File: src/rtl/iopb_pkg.sv
package iopb_pkg;

    typedef enum logic [1:0] {
        ST_IDLE = 2'd0,
        ST_PTR  = 2'd1,
        ST_MAP  = 2'd2
    } iopb_state_e;

    localparam logic [1:0] SZ_BYTE  = 2'b00;
    localparam logic [1:0] SZ_WORD  = 2'b01;
    localparam logic [1:0] SZ_DWORD = 2'b10;
    localparam logic [1:0] SZ_BAD   = 2'b11;

endpackage

File: src/rtl/iopb_window_eval.sv
module iopb_window_eval #(
    parameter int WORD_W  = 16,
    parameter int FIELD_W = 4
) (
    input  logic [WORD_W-1:0] window,
    input  logic [2:0]        bit_ofs,
    input  logic [1:0]        size_code,
    output logic              permit
);
    import iopb_pkg::*;

    logic [WORD_W-1:0]  shifted;
    logic [FIELD_W-1:0] enable;
    logic [FIELD_W-1:0] hit;
    int unsigned        nbits;

    always_comb begin
        shifted = window >> bit_ofs;
        case (size_code)
            SZ_BYTE:  nbits = 1;
            SZ_WORD:  nbits = 2;
            SZ_DWORD: nbits = 4;
            default:  nbits = FIELD_W;
        endcase
    end

    for (genvar i = 0; i < FIELD_W; i++) begin : g_field
        assign enable[i] = (i < nbits);
        assign hit[i]    = enable[i] & shifted[i];
    end

    assign permit = (hit == '0);
endmodule

File: config.mk
export PLATFORM = sky130hd
export DESIGN_NAME = iopb_window_eval
export DESIGN_NICKNAME = d
export VERILOG_FILES = /design/src/rtl/iopb_pkg.sv /design/src/rtl/iopb_window_eval.sv
export SDC_FILE = /design/constraint.sdc
export NUM_CORES = 1
export LEC_CHECK = 0
export ABC_AREA = 1
export BUFFER_PORTS_ARGS = -buffer_cell sky130_fd_sc_hd__buf_2
export CORE_AREA = 5 5 42 44
export DETAILED_ROUTE_END_ITERATION = 8
export DIE_AREA = 0 0 47 49
export GPL_ROUTABILITY_DRIVEN = 0
export PLACE_DENSITY_LB_ADDON = 0.08
export SLEW_MARGIN = 20
export SYNTH_ARGS = -nofsm -noshare
export SYNTH_HDL_FRONTEND = slang
export SYNTH_SLANG_ARGS = --single-unit
File: constraint.sdc
create_clock -name vclk -period 1.2
set_input_delay 0.12 -clock vclk [all_inputs]
set_output_delay 0.12 -clock vclk [all_outputs]
set_load 0.005 [all_outputs]
==> results.tsv <==
metric	value	unit
status	finished, final reports clean	
critical_path.startpoint	size_code[1]	
drive_gt1_share	31.9	%
fin_nets	116	
area_growth	47.5	%
die_h	49	um
tightestPinTransition	0.181	ns
cts_hold_buffers	0	
antenna_cells	0	
grt_max_degree	13	
grt_pass1_wl	1530	um
core	1400	um2
min_path_type	in -> out	
overflow	0	
crit_type	in -> out	
final.period_utilization	98.9	%
fillCellCount	174	
ir_drop	0.000104	V
seq_cell_count	0	
p_per_area	349	nW/um2
postRouteAntennaNets	0	
vias_per_cell	4.28	
synth_cells	73	
initial_utilization	23.3	%
finalMaxSlewViolations	0	
io_buffers	17	
dp_hpwl	758	um
vias	458	
required	1.08	ns
dpl.cell_count	106	
final_cells	107	
hp-start	bit_ofs[1]	
total_power	168	uW
first_global_vias	398	
drt_iter0_markers	8	
row_count	14	
power.leakage	0.302	nW
die-area	2300	um2
firstDrtPassIters	4	
grt_use_total	8.14	%
critPathMaxFanout	3	
nClkBuffers	0	
layout_common_cells	nand2_1, buf_2, inv_1	
fin_crit	1.19	ns
ios	22	
synth_warnings	0	
wl	908	um
synthesis.nets	96	
grtUsageMet2	15.6	%
die_w	47	um
fmax	0.843	GHz
met1_usage	10.0	%
cp-start-kind	primary input	
final_common_cell	nand2_1	
endpoint_kind	primary output	
hold_viol	0	
grt_antenna_before_repair	0	
max_slew_margin	87.8	%
synth_cell_types	11	
avgSynthCellArea	4.47	um2
grt.met3_usage	0.369	%
arrival	1.07	ns
cap_viol_max_count	0	
tns	0	ns
syn_area	327	um2
yosysSeqAreaShare	0	%
rsz0062_at_grt	yes	
finalSetupViolations	0	
drc_errors	0	
routedWlPerCell	8.49	um
seq_area	0	um2
busiest_layer	met2	
## cell type report
type / instances / area [um2] / area share [%]
timing repair buffer: 19 / 115 / 23.9
inverter: 15 / 56.3 / 11.7
multi-input combinational: 57 / 290 / 60.3
tap: 16 / 20.0 / 4.16
## cells in the mapped netlist
cell       n  area [um2]
nand2_1   33         124
inv_1     13        48.8
nand3_1   11        55.1
nor2_1     4        15.0
o21ai_0    4        20.0
ha_1       2        25.0
inv_2      2        7.51
buf_6      1        11.3
nand4_1    1        6.26
nor2_2     1        6.26
o211ai_1   1        7.51
## timing repair
item,CTS,global route
pin swaps,10,6
gates resized for setup,10,4
gates cloned,0,0
setup buffers,1,0
endpoints found under the setup margin,1,1
## worst paths after layout
kind / slack [ns] / depth (start not counted) / end
worst max-delay path: 0.01 / 12 / permit
worst min-delay path: 0.74 / 6 / permit
## worst max-delay path, cell delays in order
cell and delay (ns):
buf_6 0.10, nor2_4 0.10, inv_2 0.06, ha_4 0.16, inv_1 0.06, nand2_2 0.05, nand2_1 0.05, o21ai_1 0.05
nand2_1 0.06, nand2_1 0.06, nor2_2 0.09, buf_2 0.11
## kinds of logic after synthesis
logic type      after synthesis  synth area share, %
simple gates                 50                 63.2
compound gates                5                 8.43
fa+ha+maj                     2                 7.66
buf+inv                      16                 20.7
## power breakdown
group          internal, mW  switching (mW)  total, mW
Combinational        0.0787          0.0893      0.168
Clock                     0               0          0
Sequential                0               0          0
Total                0.0787          0.0893      0.168
## stage by stage
step | hold slack [ns] | utilization [%] | setup slack, ns | cell area (um2)
finish | 0.741 | 34.4 | 0.0136 | 482
global route | 0.795 | 34.4 | -0.108 | 482
CTS | 0.732 | 33.8 | -0.00320 | 473
detailed placement | 0.752 | 30.5 | -0.137 | 428
global placement | 0.744 | 30.5 | -0.143 | 428
floorplan | 0.472 | - | 0.131 | 327
## routing by layer
| metal | up-vias | wire (um) |
|---|---|---|
| met2 | 11 | 459 |
| met3 | 0 | 68 |
| met5 | - | 0 |
| met1 | 187 | 380 |
| li1 | 260 | - |
| met4 | 0 | 0 |
Power figures use the tool's default switching activity.
